**config.mk**
```make
export PLATFORM = sky130hd
export DESIGN_NAME = lpm_seq_ctrl
export DESIGN_NICKNAME = d
export VERILOG_FILES = /design/src/rtl/lpm_pkg.sv /design/src/rtl/lpm_wake_qual.sv /design/src/rtl/lpm_pwr_fsm.sv /design/src/rtl/lpm_clk_ctl.sv /design/src/rtl/lpm_seq_ctrl.sv
export SDC_FILE = /design/constraint.sdc
export NUM_CORES = 1
export LEC_CHECK = 0
export CELL_PAD_IN_SITES_DETAIL_PLACEMENT = 0
export CELL_PAD_IN_SITES_GLOBAL_PLACEMENT = 2
export CORE_ASPECT_RATIO = 1.5
export CORE_MARGIN = 2
export CORE_UTILIZATION = 18
export DETAILED_ROUTE_END_ITERATION = 7
export PLACE_DENSITY = 0.83
export SLEW_MARGIN = 20
export SYNTH_ARGS = -nofsm -noshare
export SYNTH_HDL_FRONTEND = slang
export SYNTH_SLANG_ARGS = --single-unit
export TNS_END_PERCENT = 50
```
**constraint.sdc**
```tcl
create_clock -name clk -period 2.3 [get_ports clk]
set_input_delay 0.575 -clock clk [delete_from_list [all_inputs] [get_ports clk]]
set_output_delay 0.575 -clock clk [all_outputs]
set_load 0.01 [all_outputs]
```
**src/rtl/lpm_pkg.sv**
```systemverilog
// Shared types for the low-power sequencing controller.
// Assumes wake sources 0..NOCLK_SRCS-1 are the ones that need no bus clock.
package lpm_pkg;
    typedef enum logic [2:0] {
        PS_RUN        = 3'd0,
        PS_RAM        = 3'd1,
        PS_CORE_HALT  = 3'd2,
        PS_CLK_HALT   = 3'd3,
        PS_SHUT       = 3'd4,
        PS_OSC_SWITCH = 3'd5,
        PS_BUS_RESUME = 3'd6
    } pwr_state_e;

    localparam int unsigned NOCLK_SRCS = 5;
endpackage

```
**src/rtl/lpm_wake_qual.sv**
```systemverilog
// Qualifies wake and reset sources.
// Produces "any" flags and lowest-index one-hot picks for the full source set
// and for the subset that needs no bus clock, plus the shutdown reset hit.
// Assumes N_WAKE >= NOCLK_SRCS.
module lpm_wake_qual
    import lpm_pkg::*;
#(
    parameter int unsigned N_WAKE = 8,
    parameter int unsigned N_RST  = 4
) (
    input  logic [N_WAKE-1:0] wake_src,
    input  logic [N_WAKE-1:0] wake_en,
    input  logic [N_RST-1:0]  rst_src,
    input  logic [N_RST-1:0]  rst_cfg,
    output logic              any_clk_wake,
    output logic              any_noclk_wake,
    output logic [N_WAKE-1:0] pick_clk,
    output logic [N_WAKE-1:0] pick_noclk,
    output logic              rst_hit
);
    logic [N_WAKE-1:0] noclk_mask;
    logic [N_WAKE-1:0] armed;
    logic [N_WAKE-1:0] armed_noclk;

    // Build the mask of sources usable while bus clocks are stopped.
    for (genvar g = 0; g < N_WAKE; g++) begin : g_mask
        assign noclk_mask[g] = (g < NOCLK_SRCS);
    end

    // Keep only the lowest set bit of a vector.
    function automatic logic [N_WAKE-1:0] lowest_bit(input logic [N_WAKE-1:0] v);
        logic [N_WAKE-1:0] r;
        r = '0;
        for (int i = N_WAKE - 1; i >= 0; i--) begin
            if (v[i]) begin
                r    = '0;
                r[i] = 1'b1;
            end
        end
        return r;
    endfunction

    // Combine sources with enables and derive the picks.
    always_comb begin
        armed          = wake_src & wake_en;
        armed_noclk    = armed & noclk_mask;
        any_clk_wake   = |armed;
        any_noclk_wake = |armed_noclk;
        pick_clk       = lowest_bit(armed);
        pick_noclk     = lowest_bit(armed_noclk);
        rst_hit        = |(rst_src & rst_cfg);
    end
endmodule

```
**src/rtl/lpm_pwr_fsm.sv**
```systemverilog
// Power state sequencer.
// Holds the current state, the run state to return to, the latched fast-wake
// choice, the sticky wake cause, the retention flag and the reset pulse.
// Assumes sleep_req is a single-cycle pulse and is only honoured in run states.
module lpm_pwr_fsm
    import lpm_pkg::*;
#(
    parameter int unsigned N_WAKE = 8
) (
    input  logic              clk,
    input  logic              rst_n,
    input  logic              sleep_req,
    input  logic              deep_sel,
    input  logic              shut_sel,
    input  logic              ram_sel,
    input  logic              fast_wake,
    input  logic              wake_ack,
    input  logic              osc_ready,
    input  logic              any_clk_wake,
    input  logic              any_noclk_wake,
    input  logic [N_WAKE-1:0] pick_clk,
    input  logic [N_WAKE-1:0] pick_noclk,
    input  logic              rst_hit,
    output pwr_state_e        state_q,
    output logic              fw_q,
    output logic [N_WAKE-1:0] cause_q,
    output logic              ret_only_q,
    output logic              shut_rst_q
);
    pwr_state_e        state_d, back_q, back_d;
    logic              fw_d, ret_only_d, shut_rst_d;
    logic [N_WAKE-1:0] cause_d;

    // Pick the depth for a sleep request from the flags of that cycle.
    function automatic pwr_state_e sleep_depth(input logic deep, input logic shut);
        if (deep && shut) return PS_SHUT;
        if (deep)         return PS_CLK_HALT;
        return PS_CORE_HALT;
    endfunction

    // Next-state and side-effect decisions.
    always_comb begin
        state_d    = state_q;
        back_d     = back_q;
        fw_d       = fw_q;
        cause_d    = cause_q;
        ret_only_d = ret_only_q;
        shut_rst_d = 1'b0;
        case (state_q)
            PS_RUN, PS_RAM: begin
                if (sleep_req) begin
                    back_d     = state_q;
                    fw_d       = fast_wake;
                    ret_only_d = 1'b0;
                    state_d    = sleep_depth(deep_sel, shut_sel);
                end else begin
                    state_d = ram_sel ? PS_RAM : PS_RUN;
                end
            end
            PS_CORE_HALT: begin
                if (wake_ack && any_clk_wake) begin
                    state_d = back_q;
                    cause_d = pick_clk;
                end
            end
            PS_CLK_HALT: begin
                if (wake_ack && any_noclk_wake) begin
                    state_d = PS_OSC_SWITCH;
                    cause_d = pick_noclk;
                end
            end
            PS_OSC_SWITCH: begin
                if (osc_ready) state_d = PS_BUS_RESUME;
            end
            PS_BUS_RESUME: begin
                state_d = back_q;
            end
            PS_SHUT: begin
                if (rst_hit) begin
                    state_d    = PS_RUN;
                    back_d     = PS_RUN;
                    fw_d       = 1'b0;
                    cause_d    = '0;
                    ret_only_d = 1'b1;
                    shut_rst_d = 1'b1;
                end
            end
            default: state_d = PS_RUN;
        endcase
    end

    // State and flag registers.
    always_ff @(posedge clk) begin
        if (!rst_n) begin
            state_q    <= PS_RUN;
            back_q     <= PS_RUN;
            fw_q       <= 1'b0;
            cause_q    <= '0;
            ret_only_q <= 1'b0;
            shut_rst_q <= 1'b0;
        end else begin
            state_q    <= state_d;
            back_q     <= back_d;
            fw_q       <= fw_d;
            cause_q    <= cause_d;
            ret_only_q <= ret_only_d;
            shut_rst_q <= shut_rst_d;
        end
    end
endmodule

```
**src/rtl/lpm_clk_ctl.sv**
```systemverilog
// Decodes the registered power state into clock gates and oscillator controls.
// Assumes the state input is a register output, so the gates are glitch-free
// decodes of one flop set.
module lpm_clk_ctl
    import lpm_pkg::*;
#(
    parameter int unsigned N_AHB = 3,
    parameter int unsigned N_APB = 6
) (
    input  pwr_state_e       state_q,
    input  logic             fw_q,
    input  logic [N_AHB-1:0] ahb_en,
    input  logic [N_APB-1:0] apb_en,
    output logic             core_clk_en,
    output logic [N_AHB-1:0] ahb_clk_en,
    output logic [N_APB-1:0] apb_clk_en,
    output logic             osc_sel,
    output logic             lposc_halt
);
    logic core_on;
    logic bus_on;

    // Classify the state into core and bus clock domains.
    always_comb begin
        core_on    = (state_q == PS_RUN) || (state_q == PS_RAM);
        bus_on     = core_on || (state_q == PS_CORE_HALT);
        osc_sel    = fw_q && ((state_q == PS_CLK_HALT) || (state_q == PS_OSC_SWITCH));
        lposc_halt = (state_q == PS_CLK_HALT) || (state_q == PS_SHUT);
    end

    assign core_clk_en = core_on;

    // One gate per AHB peripheral.
    for (genvar g = 0; g < N_AHB; g++) begin : g_ahb
        assign ahb_clk_en[g] = bus_on & ahb_en[g];
    end

    // One gate per APB peripheral.
    for (genvar g = 0; g < N_APB; g++) begin : g_apb
        assign apb_clk_en[g] = bus_on & apb_en[g];
    end
endmodule

```
**src/rtl/lpm_seq_ctrl.sv**
```systemverilog
// Top of the low-power sequencing controller.
// Connects source qualification, the state sequencer and the clock decode.
// Assumes all inputs are synchronous to clk.
module lpm_seq_ctrl
    import lpm_pkg::*;
#(
    parameter int unsigned N_AHB  = 3,
    parameter int unsigned N_APB  = 6,
    parameter int unsigned N_WAKE = 8,
    parameter int unsigned N_RST  = 4
) (
    input  logic              clk,
    input  logic              rst_n,
    input  logic              sleep_req,
    input  logic              deep_sel,
    input  logic              shut_sel,
    input  logic              ram_sel,
    input  logic              fast_wake,
    input  logic [N_AHB-1:0]  ahb_en,
    input  logic [N_APB-1:0]  apb_en,
    input  logic [N_WAKE-1:0] wake_src,
    input  logic [N_WAKE-1:0] wake_en,
    input  logic              wake_ack,
    input  logic              osc_ready,
    input  logic [N_RST-1:0]  rst_src,
    input  logic [N_RST-1:0]  rst_cfg,
    output logic              core_clk_en,
    output logic [N_AHB-1:0]  ahb_clk_en,
    output logic [N_APB-1:0]  apb_clk_en,
    output logic              osc_sel,
    output logic              lposc_halt,
    output logic              ret_only,
    output logic              shut_rst_req,
    output logic [2:0]        pwr_state,
    output logic [N_WAKE-1:0] wake_cause
);
    logic              any_clk_wake, any_noclk_wake, rst_hit, fw_q;
    logic [N_WAKE-1:0] pick_clk, pick_noclk;
    pwr_state_e        state_q;

    lpm_wake_qual #(.N_WAKE(N_WAKE), .N_RST(N_RST)) i_qual (
        .wake_src       (wake_src),
        .wake_en        (wake_en),
        .rst_src        (rst_src),
        .rst_cfg        (rst_cfg),
        .any_clk_wake   (any_clk_wake),
        .any_noclk_wake (any_noclk_wake),
        .pick_clk       (pick_clk),
        .pick_noclk     (pick_noclk),
        .rst_hit        (rst_hit)
    );

    lpm_pwr_fsm #(.N_WAKE(N_WAKE)) i_fsm (
        .clk            (clk),
        .rst_n          (rst_n),
        .sleep_req      (sleep_req),
        .deep_sel       (deep_sel),
        .shut_sel       (shut_sel),
        .ram_sel        (ram_sel),
        .fast_wake      (fast_wake),
        .wake_ack       (wake_ack),
        .osc_ready      (osc_ready),
        .any_clk_wake   (any_clk_wake),
        .any_noclk_wake (any_noclk_wake),
        .pick_clk       (pick_clk),
        .pick_noclk     (pick_noclk),
        .rst_hit        (rst_hit),
        .state_q        (state_q),
        .fw_q           (fw_q),
        .cause_q        (wake_cause),
        .ret_only_q     (ret_only),
        .shut_rst_q     (shut_rst_req)
    );

    lpm_clk_ctl #(.N_AHB(N_AHB), .N_APB(N_APB)) i_clk (
        .state_q     (state_q),
        .fw_q        (fw_q),
        .ahb_en      (ahb_en),
        .apb_en      (apb_en),
        .core_clk_en (core_clk_en),
        .ahb_clk_en  (ahb_clk_en),
        .apb_clk_en  (apb_clk_en),
        .osc_sel     (osc_sel),
        .lposc_halt  (lposc_halt)
    );

    assign pwr_state = state_q;
endmodule

```
* After elaboration in Yosys (flattened, before gate mapping)
Index checks and enable logic that the tools add are counted.
** Operators by class
- Bitwise logic cells :: 11
- Reduce and logical (&&, ||, !) cells :: 19
- Equality and inequality tests :: 11
- Muxes and demuxes :: 44
** Operator list (count)
- two-way mux 8 bit :: 11
- two-way mux 3 bit :: 10
- two-way mux 5 bit :: 5
- one-hot mux 8 bit (3 select lines) :: 1
- one-hot mux 3 bit (6 select lines) :: 1
- two-way mux 1 bit :: 13
- != test 2 bit, second input constant :: 5
- AND 1 bit :: 9
- == test 3 bit, second input constant :: 3
- AND 8 bit :: 1
- AND reduction 4 bit :: 2
- OR reduction 8 bit :: 1
- == test 3 x 2 -> 1 bit, second input constant :: 2
- one-hot mux 3 bit (2 select lines) :: 1
- OR reduction 5 bit :: 1
- AND 4 bit :: 1
- logical AND 1 bit :: 4
- logical OR 1 bit :: 4
- one-hot mux 1 bit (2 select lines) :: 2
- OR reduction 4 bit :: 1
- == test 3 x 1 -> 1 bit, second input constant :: 1
- logical NOT 3 bit :: 1
- AND reduction 3 bit :: 1
- nonzero test 3 bit :: 1
- other kinds (3) :: 3
** Storage, ports and cells
- Register bits :: 17
- Input bits :: 42
- Logic and storage cells :: 91
- Output and inout bits :: 25

* Longest topological paths before layout
- Depth after elaboration :: 11
- Gate-level depth with buffers :: 6
- Mapped depth without buffers :: 5

* Hierarchy
Synthesis repeated with hierarchy kept, for this count alone.
** Second synthesis, totals
- Cells, all modules :: 155
- Area total of the unflattened synthesis :: 1286.2 um2
** By module, submodules not included
- lpm_pwr_fsm :: seq. area each 340.3 um2, cells each 109, area an instance 969.7 um2, times used 1
- lpm_wake_qual :: seq. area each 0.0 um2, cells each 30, area an instance 209.0 um2, times used 1
- lpm_clk_ctl :: seq. area each 0.0 um2, cells each 16, area an instance 107.6 um2, times used 1

* Worst setup path after synthesis
No wires, ideal clock.
- Path kind :: input-to-reg
- Start :: input wake_src[4]
- End :: register i_fsm.state_q[0]
- Buffers on the path :: 0
- Slack :: 0.477 ns
- Arrival :: 1.704 ns
- Setup time :: 0.119 ns
- Required time :: 2.181 ns
- Stages on the path :: 5
- Cell sequence :: a222oi_1 -> o211ai_1 -> a21oi_4 -> nor2b_1 -> o221a_2
** Between the ends
- Cells in the longest elaborated chain, start to end :: 5
- Elaborated cells between the ends (all ways) :: 8
- Classes of those cells :: eq/ne (2); bitwise (1); reduce/logical (5)
** RTL lines
- start, declared :: line lpm_seq_ctrl.sv:21 : input logic [N_WAKE-1:0] wake_src,
- AND 8 bit (*) :: line lpm_wake_qual.sv:45 : armed = wake_src & wake_en;
- OR reduction 8 bit or OR reduction 5 bit (tied branches) :: line lpm_wake_qual.sv:47, lpm_wake_qual.sv:48
- logical AND 1 bit (on tied branches) :: line lpm_pwr_fsm.sv:61, lpm_pwr_fsm.sv:67
- != test 2 bit (no line)
- AND reduction 4 bit (no line) (*)
- end signal, assigned :: line lpm_pwr_fsm.sv:102 : state_q <= state_d;
- end, declared :: line lpm_pwr_fsm.sv:24 : output pwr_state_e state_q,
Mark *: on every way between the ends. The rest lies on a longest branch, timed or not.
A chain may end at the register's enable or synchronous reset.

* Worst setup path in the final report
- Start :: register i_fsm.state_q[2]
- End :: output osc_sel
** Between the ends
- Cells in the longest elaborated chain, start to end :: 3
- Elaborated cells between the ends (all ways) :: 4
- Classes of those cells :: eq/ne (2); reduce/logical (2)
** RTL lines
- == test 3 x 2 -> 1 bit or == test 3 bit (tied branches) :: line lpm_clk_ctl.sv:27 : osc_sel = fw_q && ((state_q == PS_CLK_HALT) || (state_q == PS_OSC_SWITCH));
- logical OR 1 bit (*) :: line lpm_clk_ctl.sv:27
- logical AND 1 bit (*) :: line lpm_clk_ctl.sv:27
- end, declared :: line lpm_seq_ctrl.sv:30 : output logic osc_sel,
Marked as above.

==> impl_metrics.tcl <==
set metrics [dict create \
    cellPowerDensity_mw_per_mm2 446 \
    cpMaxStageDelayCell "clkdlybuf4s50_1" \
    avgRoutedWirePerCell_um 11.7 \
    met2_usage 0.204 \
    yosysTopAreaCell "dfxtp_1" \
    dieArea_mm2 0.00606 \
    area_delta_synth_final_pct 91.4 \
    fmax_mhz 443 \
    synth_most_common_cell "dfxtp_1" \
    nets 244 \
    status "completed" \
    start_util 0.188 \
    dr_total_vias 1180 \
    ir_worst_vdd_mv 0.252 \
    num_io_pins 67 \
    yosys-top-cells-area "dfxtp_1 35%, mux2i_1 7.2%, and2_1 7.0%" \
    fin_area_mm2 0.00188 \
    startpoint_type "flop" \
    pre_cts_ws_ps -33.6 \
    gr-usage-met1 0.108 \
    synthArstFlopShare 0 \
    r2r_slack_ps 520 \
    slowest_delay_ps 480 \
    hpwl_mm 2.70 \
    fin_crit_sh 0.981 \
    antenna_found_initial 0 \
    required_ps 1730 \
    max_cap_viol_count 0 \
    synth_flop_cell "dfxtp_1" \
    r2r_end "i_fsm.cause_q[7]" \
    synthCells 120 \
    rows 32 \
    drt_iter0_markers 21 \
    final-seq-area_um2 345 \
    drtPass1Iterations 4 \
    placed_cells 265 \
    finalHoldViolCount 0 \
    fin_skew_ps 4.82 \
    worstPathArrival_ps 1680 \
    min_period_ps 2260 \
    core_area_mm2 0.00520 \
    grt_overflow 0 \
    fp.dieH_um 94.4 \
    reg2reg_depth 5 \
    post_cts_buffers 0 \
    layout-drive-gt1-share 0.144 \
    holdBufCountCts 0 \
    syn_area_per_cell_um2 8.16 \
    hp-class "reg2reg" \
    ctsLongestPathBuffers 2 \
    cts_tree "yes" \
    busiest_layer "met2" \
    reg2reg_from "i_fsm.state_q[0]" \
    crit_type "reg2out" \
    crit_fanout 5 \
    io_buffers 66 \
    synth-edff-count 0 \
    wl_mm 3.16 \
    stdcell_count 269 \
    power_mw 0.837 \
    final_util 0.360 \
    timing.final.ws_setup_ps 43.9 \
    die_width_um 64.2 \
    worst_pin_slew_ps 357 \
    gr-usage-met3 0.0262 \
    vias_per_cell 4.39 \
    crit_path_end_kind "primary output" \
    grt_start_max_net_pins 12 \
    cp-endpoint "osc_sel" \
    finalMaxSlewViolations 0 \
    numCtsBuffers 3 \
    syn-num-nets 162 \
    ant_nets 0 \
    holdWs_ps 461 \
    cp_num_buf_inv 1 \
    maxSlewHeadroom 0.762 \
    insertion_delay_ps 250 \
    ys.warnings.count 0 \
    place_congestion 0.743 \
    grt_pass1_vias 1165 \
    multiInputGateArea_um2 612 \
    setup-tns-final_ps 0 \
    cts_htree_levels 1 \
    critPathTopFamily "buffers and inverters" \
    synth_cell_types 31 \
    seq_area_frac_synth 0.347 \
    power.leakage_nw 0.686 \
    post_dp_cell_area_mm2 0.00181 \
    startpoint "i_fsm.state_q[2]" \
    crit_cells 4 \
    finalSetupViolations 0 \
    syn_area_um2 980 \
    yosys.area.top_type_share 0.347 \
    rsz0062_at_grt "yes" \
    n_fill_cell 570 \
    ys_seq_elements 17 \
    drc 0 \
    cts_resized 3 \
    cp_cell_sequence "and2b_1 > o21ai_0 > nor2_1 > clkdlybuf4s50_1" \
    track_usage 0.106 \
    path_clk_slew_ps 70 \
    antenna_cells 0 \
    cts-root-buf "clkbuf_8" \
    synth.cells.most_frequent "17 x dfxtp_1, 16 x nand2_1, 11 x and2_1" \
    grt_pass1_wl_mm 5.13 \
    cts.sinks 17 \
]
[cell type report]
cell class	instances	share of cell area
clock buffers	3	0.0220
clock inverters	1	0.00267
inverters	4	0.00801
multi-input cells	95	0.326
flip-flops and latches	17	0.184
well taps	68	0.0454
repair buffers	81	0.412
[flip-flops by register name, summed over array words and instances, names as in the netlist]
register,flops
i_fsm.back_q,3
i_fsm.cause_q,8
i_fsm.fw_q,1
i_fsm.ret_only_q,1
i_fsm.shut_rst_q,1
i_fsm.state_q,3
[cells by family (layout without fill, tap and decap cells)]
family	count (synthesis)	in the layout	synth area share
buffers and inverters	8	89	0.0421
AO/OA/AOI/OAI	29	29	0.229
multiplexers	7	7	0.0715
flip-flops	17	17	0.347
AND/OR/NAND/NOR	59	59	0.310
[cell usage in the layout, fill, tap and decap left out, drive strengths merged]
cell type	synthesis	final
a21boi	1	1
a21o	1	1
a21oi	10	10
a222oi	2	2
a22oi	5	5
a31o	1	1
a31oi	1	1
and2	11	11
and2b	1	1
buf	2	15
clkbuf	2	3
clkdlybuf4s50	0	65
clkinv	0	1
dfxtp	17	17
dlygate4sd2	0	1
inv	4	4
mux2i	7	7
nand2	16	16
nand2b	2	2
nand3	9	9
nand3b	1	1
nand4	6	6
nor2	8	8
nor2b	3	3
nor3	1	1
o211ai	1	1
o21ai	3	3
o221a	1	1
o22ai	1	1
o31ai	1	1
o32ai	1	1
or3b	1	1
[layer usage]
layer	wire length, um	vias up	part of all wire
met1	1150	521	0.36
met2	1630	56	0.52
met5	0	-	0
met4	53	0	0.017
li1	-	598	-
met3	322	5	0.10
[power breakdown]
group | switching [mW] | total (mW) | internal, mW
Sequential | 0.0164 | 0.322 | 0.306
Clock | 0.106 | 0.226 | 0.120
Combinational | 0.114 | 0.289 | 0.175
[worst min-delay path by stage]
| stage | from | end | slack [ps] | cells after the start |
|---|---|---|---|---|
| 6_report | i_fsm.back_q[1] | i_fsm.back_q[1] | 460 | 1 |
| 4_1_cts | i_fsm.cause_q[6] | i_fsm.cause_q[6] | 460 | 2 |
| 5_1_grt | i_fsm.cause_q[6] | i_fsm.cause_q[6] | 480 | 2 |
| 3_3_place_gp | i_fsm.cause_q[4] | i_fsm.cause_q[4] | 450 | 2 |
| 3_5_place_dp | i_fsm.cause_q[6] | i_fsm.cause_q[6] | 450 | 2 |
| 2_1_floorplan | i_fsm.back_q[1] | i_fsm.back_q[1] | 430 | 1 |
Note: power is estimated with default switching activity, not from simulation.
